## config.mk

```make
export PLATFORM = sky130hd
export DESIGN_NAME = fcfs_arbiter
export DESIGN_NICKNAME = d
export VERILOG_FILES = /design/src/rtl/fcfs_arb_pkg.sv /design/src/rtl/fcfs_req_sync.sv /design/src/rtl/fcfs_tie_lfsr.sv /design/src/rtl/fcfs_order_list.sv /design/src/rtl/fcfs_arbiter.sv
export SDC_FILE = /design/constraint.sdc
export NUM_CORES = 1
export LEC_CHECK = 0
export CORE_ASPECT_RATIO = 0.9
export CORE_MARGIN = 3
export CORE_UTILIZATION = 58
export CTS_CLUSTER_SIZE = 8
export DETAILED_ROUTE_END_ITERATION = 10
export DONT_BUFFER_PORTS = 1
export GPL_TIMING_DRIVEN = 0
export PLACE_DENSITY = 0.76
export SETUP_SLACK_MARGIN = 0.4
export SYNTH_ARGS = -nofsm -noshare
export SYNTH_HDL_FRONTEND = slang
export SYNTH_SLANG_ARGS = --single-unit
export TNS_END_PERCENT = 100
```

## constraint.sdc

```tcl
create_clock -name clk -period 5.1 [get_ports clk]
set_input_delay 0 -clock clk [delete_from_list [all_inputs] [get_ports clk]]
set_output_delay 0 -clock clk [all_outputs]
set_load 0.03 [all_outputs]
```

## src/rtl/fcfs_arb_pkg.sv

```systemverilog
// Package: shared types and the tie-break sequence step for the
// first-come first-served arbiter. Assumes a 4-bit tie register.
package fcfs_arb_pkg;

    localparam int unsigned TIE_W = 4;

    typedef logic [TIE_W-1:0] tie_t;

    // Next state of the tie register: shift left, bit3 ^ bit2 enters at bit0.
    function automatic tie_t tie_step(input tie_t v);
        return {v[TIE_W-2:0], v[TIE_W-1] ^ v[TIE_W-2]};
    endfunction

endpackage

```

## src/rtl/fcfs_req_sync.sv

```systemverilog
// Module: fcfs_req_sync
// Converts active-low asynchronous requests into active-high
// synchronized levels through a chain of STAGES flops per bit.
// Assumes the inputs are otherwise unrelated to clk. Reset clears every
// stage, so no request is seen until STAGES edges after reset.
module fcfs_req_sync #(
    parameter int unsigned WIDTH  = 4,
    parameter int unsigned STAGES = 2
) (
    input  logic             clk,
    input  logic             rst_n,
    input  logic [WIDTH-1:0] req_n_async,
    output logic [WIDTH-1:0] req_s
);

    logic [WIDTH-1:0] stage_q [STAGES];

    // First stage: capture the inverted raw request.
    always_ff @(posedge clk) begin
        if (!rst_n) stage_q[0] <= '0;
        else        stage_q[0] <= ~req_n_async;
    end

    for (genvar s = 1; s < STAGES; s++) begin : g_stage
        // Later stages: shift the captured level along the chain.
        always_ff @(posedge clk) begin
            if (!rst_n) stage_q[s] <= '0;
            else        stage_q[s] <= stage_q[s-1];
        end
    end

    assign req_s = stage_q[STAGES-1];

endmodule

```

## src/rtl/fcfs_tie_lfsr.sv

```systemverilog
// Module: fcfs_tie_lfsr
// Free-running pseudo-random register that picks the first index when
// requests arrive together. Assumes the 4-bit step from the package.
// Loads SEED on reset, which makes runs repeatable.
module fcfs_tie_lfsr
    import fcfs_arb_pkg::*;
#(
    parameter tie_t SEED = 4'b0001
) (
    input  logic clk,
    input  logic rst_n,
    output tie_t tie_q
);

    // Advance one step on every cycle outside reset.
    always_ff @(posedge clk) begin
        if (!rst_n) tie_q <= SEED;
        else        tie_q <= tie_step(tie_q);
    end

endmodule

```

## src/rtl/fcfs_order_list.sv

```systemverilog
// Module: fcfs_order_list
// Holds requester indices in arrival order. In each cycle it removes the
// entries whose synchronized request has dropped (the order of the rest
// is kept) and appends new arrivals in ascending index order, starting
// at start_idx and wrapping. The head of the compacted list is the grant,
// available in the same cycle. Assumes N_REQ >= 2 and that req_s comes
// from synchronizers.
module fcfs_order_list #(
    parameter int unsigned N_REQ = 4,
    localparam int unsigned IDX_W = $clog2(N_REQ),
    localparam int unsigned CNT_W = $clog2(N_REQ + 1)
) (
    input  logic             clk,
    input  logic             rst_n,
    input  logic [N_REQ-1:0] req_s,
    input  logic [IDX_W-1:0] start_idx,
    output logic             grant_valid,
    output logic [IDX_W-1:0] grant_idx
);

    logic [IDX_W-1:0] slot_q   [N_REQ];
    logic [CNT_W-1:0] cnt_q;
    logic [IDX_W-1:0] kept_idx [N_REQ];
    logic [CNT_W-1:0] kept_cnt;
    logic [IDX_W-1:0] next_idx [N_REQ];
    logic [CNT_W-1:0] next_cnt;
    logic [N_REQ-1:0] listed;
    logic [N_REQ-1:0] arrivals;

    // Mark which requesters hold a list entry.
    always_comb begin
        listed = '0;
        for (int i = 0; i < int'(N_REQ); i++) begin
            if (i < int'(cnt_q)) listed[slot_q[i]] = 1'b1;
        end
    end

    assign arrivals = req_s & ~listed;

    // Compact the list: keep entries whose request is still active, in order.
    always_comb begin
        logic [CNT_W-1:0] k;
        k = '0;
        for (int i = 0; i < int'(N_REQ); i++) kept_idx[i] = '0;
        for (int i = 0; i < int'(N_REQ); i++) begin
            if (i < int'(cnt_q) && req_s[slot_q[i]]) begin
                kept_idx[k[IDX_W-1:0]] = slot_q[i];
                k = k + 1'b1;
            end
        end
        kept_cnt = k;
    end

    // Append the new arrivals after the kept entries, tie order from start_idx.
    always_comb begin
        logic [CNT_W-1:0] k;
        int p;
        k = kept_cnt;
        for (int i = 0; i < int'(N_REQ); i++) next_idx[i] = kept_idx[i];
        for (int j = 0; j < int'(N_REQ); j++) begin
            p = int'(start_idx) + j;
            if (p >= int'(N_REQ)) p = p - int'(N_REQ);
            if (arrivals[IDX_W'(p)]) begin
                next_idx[k[IDX_W-1:0]] = IDX_W'(p);
                k = k + 1'b1;
            end
        end
        next_cnt = k;
    end

    // Store the updated list.
    always_ff @(posedge clk) begin
        if (!rst_n) begin
            cnt_q <= '0;
            for (int i = 0; i < int'(N_REQ); i++) slot_q[i] <= '0;
        end else begin
            cnt_q <= next_cnt;
            for (int i = 0; i < int'(N_REQ); i++) slot_q[i] <= next_idx[i];
        end
    end

    assign grant_valid = (kept_cnt != '0);
    assign grant_idx   = kept_idx[0];

endmodule

```

## src/rtl/fcfs_arbiter.sv

```systemverilog
// Module: fcfs_arbiter (top)
// First-come first-served arbiter with active-low requests, grants and
// enable. Requests are synchronized, ordered by arrival, ties broken by
// the pseudo-random register. Grants are decoded from the list head and
// blanked by en_n. Assumes en_n is synchronous to clk.
module fcfs_arbiter #(
    parameter int unsigned N_REQ       = 4,
    parameter int unsigned SYNC_STAGES = 2
) (
    input  logic             clk,
    input  logic             rst_n,
    input  logic [N_REQ-1:0] req_n,
    input  logic             en_n,
    output logic [N_REQ-1:0] bg_n
);
    import fcfs_arb_pkg::*;

    localparam int unsigned IDX_W = $clog2(N_REQ);

    logic [N_REQ-1:0] req_s;
    tie_t             tie_q;
    logic [IDX_W-1:0] start_idx;
    logic             grant_valid;
    logic [IDX_W-1:0] grant_idx;

    fcfs_req_sync #(.WIDTH(N_REQ), .STAGES(SYNC_STAGES)) u_sync (
        .clk         (clk),
        .rst_n       (rst_n),
        .req_n_async (req_n),
        .req_s       (req_s)
    );

    fcfs_tie_lfsr #(.SEED(4'b0001)) u_tie (
        .clk   (clk),
        .rst_n (rst_n),
        .tie_q (tie_q)
    );

    assign start_idx = IDX_W'(tie_q % N_REQ);

    fcfs_order_list #(.N_REQ(N_REQ)) u_list (
        .clk         (clk),
        .rst_n       (rst_n),
        .req_s       (req_s),
        .start_idx   (start_idx),
        .grant_valid (grant_valid),
        .grant_idx   (grant_idx)
    );

    for (genvar n = 0; n < N_REQ; n++) begin : g_grant
        // Grant n is low when n heads the list and the enable is low.
        assign bg_n[n] = ~(grant_valid && (grant_idx == IDX_W'(n)) && !en_n);
    end

endmodule

```

==> results by group <==
Synth
  – Synthesized netlist cell count: 280
  – Fraction of the mapped netlist area in adder cells: 9.751%
  – Asr flop ratio synth: 0%
  – Top_reg_cell synth: dfxtp_1
  – Mux cell area share after synthesis: 5.959%
  – Combinational family with the most area after synthesis: compound AO/OA/AOI/OAI gates
  – Netlist cell types: 63
  – Top cell type by total area after synthesis: dfxtp_1
  – Yosys warnings: 0
  – Post-synth top area share: 19.93%
  – Simple-gate share of the synthesized area: 23.19%
  – Number of synthesized flops with an enable pin: 0
  – Synth Net Count: 305
  – Synthesized flop and latch total: 23
  – Syn Std Cell Area: 0.002310 sq mm
  – Xor/xnor cell area share of the yosys netlist: 7.638%
  – Mean area per synthesized cell: 8.249 sq um
  – Top post-synthesis cells by area: dfxtp_1 20%, ha_1 9.8%, nand2_1 5.2%, inv_1 3.9%, xnor2_4 3.6%
  – Seq/Total Area, Yosys: 19.93%
  – Compound-cell area share of the yosys netlist: 25.62%

Floorplanning
  – I/O pin cnt: 11
  – Core area: 0.003784 sq mm
  – FP Rows: 21
  – Initial Util: 61.04%
  – Die area: 0.004777 sq mm
  – Die Y: 65.87 um
  – Die X: 72.52 um

Detailed routing
  – WL per Instance: 16.80 um
  – First drt pass iteration count: 8
  – Vias per std cell: 6.292
  – Vias: 2177
  – WL final: 5.812 mm
  – Routed Antenna Nets: 0
  – # DRC: 0
  – First-iteration detailed-routing DRC count: 231

Pwr
  – Pwr Density: 269.0 mW/mm^2
  – Leakage: 1.048 nW
  – Peak VDD IR: 0.1847 mV

Layout
  – NumNets Final: 326
  – Antenna diode count: 0
  – Cell Count, Final, Fillers Out: 346
  – Most common cell after layout, fill and taps aside: nand2_1
  – Layout cell share with drive strength beyond 1: 21.33%
  – Layout area overhead: 16.96%
  – Final core occ: 71.40%
  – Most frequent cells in the layout: 31 x nand2_1, 21 x inv_1, 20 x nor2_1, 20 x dfxtp_1, 14 x ha_1
  – Cell area after layout: 0.002701 sq mm
  – Fill count: 317

Timing
  – Slew @ Worst Pin: 0.7686 ns
  – Fmax: 223.0 MHz
  – Worst Skew: 0.006527 ns
  – Sum Neg Setup Slack: 0 ns
  – RSZ-0062 raised after global routing: false
  – Period minus WS final: 4.484 ns
  – Max-Slew Margin vs Limit: 48.76%
  – Final setup vio count: 0
  – Period utilization: 87.91%
  – Slew Viols, Final: 0
  – Worst setup margin: 0.6164 ns
  – Final hold vios: 0

Setup path
  – Crit Path Class: reg -> reg
  – CP Max Fanout: 5
  – Critical Path AT: 4.62 ns
  – CP Launch Type: register
  – CP required: 5.24 ns
  – Nature of the critical path endpoint: register

Global routing
  – Global route overflow: 0
  – First-pass GRT wire length: 9.666 mm
  – GRT Util Overall: 25.38%
  – Antenna violations before repair: 0
  – Number of global-route vias before repair: 2022
  – Largest net degree at the start of global routing: 13

Clock tree
  – H-tree levels: 1
  – CTS sink cnt: 23
  – CTS buffer count: 3
  – Clk pin slew, worst setup/hold paths: 0.08 ns
  – Clock Latency Late Sink: 0.26 ns
  – CTS root buffer: clkbuf_8
  – Clock Tree Buf Depth: 2
  – TritonCTS clock tree: yes

Placement
  – Placed cell count: 326
  – Post-place setup slack: -0.1415 ns
  – Gpl congestion: 0.8939
  – Final HPWL DP: 4.384 mm
  – Port Buf Inserts: 0
  – Post-DP Area: 0.002430 sq mm

Flow run
  – Max-cap violations: 0

Hold path
  – Hold Crit Class: in -> reg

Run status
  – Outcome: finished clean
-- registers in the layout, indices dropped and copies added, names as in the netlist --
name,count
u_list.slot_q,8
u_sync.stage_q,8
u_list.cnt_q,3
u_tie.tie_q,4
-- cell usage after synthesis, types with 4 or more instances --
cell and instances:
inv_1 24, a21oi_1 13, mux2i_1 7, nand2_1 32, o21ai_0 12, a222oi_1 4, a21o_1 4, xnor2_1 7
nand3_1 8, nor3_1 13, a22oi_1 4, and2_1 6, nor2_1 20, dfxtp_1 23, ha_1 18, nand2b_1 7
-- critical path: stages, from the launching register on --
cell	delay (ns)
dfxtp_4	0.37
mux4_2	0.52
o21ai_4	0.10
inv_2	0.06
ha_4	0.26
xnor2_4	0.16
inv_2	0.07
ha_4	0.22
mux2i_4	0.14
inv_2	0.07
ha_4	0.27
nand2_1	0.05
o22a_1	0.23
o21ai_2	0.09
ha_1	0.26
nand2b_4	0.17
nand2_4	0.09
inv_1	0.08
ha_4	0.25
and2_2	0.19
a31oi_4	0.22
nand3b_4	0.20
mux2i_1	0.22
nor2_1	0.06
-- report_power, final --
part	internal, mW	switching, mW
Combinational	0.164	0.224
Sequential	0.199	0.0264
Clock	0.0557	0.0570
-- per-layer routing --
metal	global-route usage, %	part of all wire (%)
met5	0	0
met4	4.839	1.2
met3	3.343	7.8
met2	42.00	47
met1	35.35	44
-- timing repair --
item	in CTS	in global routing
endpoints found under the setup margin	10	9
setup buffers	8	3
gates resized for setup	12	5
hold endpoints to repair	8	0
hold buffers	5	0
pin swaps	2	1
-- path summary, 6_finish.rpt --
path | from | to | slack, ns | cells past startpoint
setup / recovery | u_list.slot_q[1][0]$_SDFF_PN0_ | u_list.slot_q[3][1]$_SDFF_PN0_ | 0.62 | 23
hold / removal | rst_n | u_list.slot_q[1][1]$_SDFF_PN0_ | 0.09 | 3
setup reg to reg | u_list.slot_q[1][0]$_SDFF_PN0_ | u_list.slot_q[3][1]$_SDFF_PN0_ | 0.62 | 23
hold reg to reg | u_sync.stage_q[0][0]$_SDFF_PN0_ | u_sync.stage_q[1][0]$_SDFF_PN0_ | 0.44 | 1
-- layout make-up --
class,count,area [sq um],share of cell area [%]
Multi-Input combinational cell,222,1814,67.16
Sequential cell,23,469.2,17.37
Timing Repair Buffer,16,132.6,4.910
Inverter,26,100.1,3.705
Buffer,9,82.58,3.057
Tap cell,46,57.56,2.131
Clock buffer,4,45.04,1.667
-- cells by family (layout without fill, tap and decap cells) --
kind of cell	Yosys count	count (layout)
and+or+nand+nor	102	102
AOI/OAI and AO/OA	80	80
buffers and inverters	35	55
DFF	23	23
adders and majority gates	18	18
xor gates and xnor gates	12	12
muxes	10	10
-- stage by stage --
| step | total power, mW | hold WS [ns] |
|---|---|---|
| after floorplan | 0.5016 | 0.07238 |
| after global placement | 0.5620 | 0.07236 |
| after detailed placement | 0.5691 | 0.07470 |
| after CTS | 0.7089 | 0.07136 |
| after global routing | 0.7677 | 0.1168 |
| final | 0.7266 | 0.09216 |
Power figures use the tool's default switching activity.
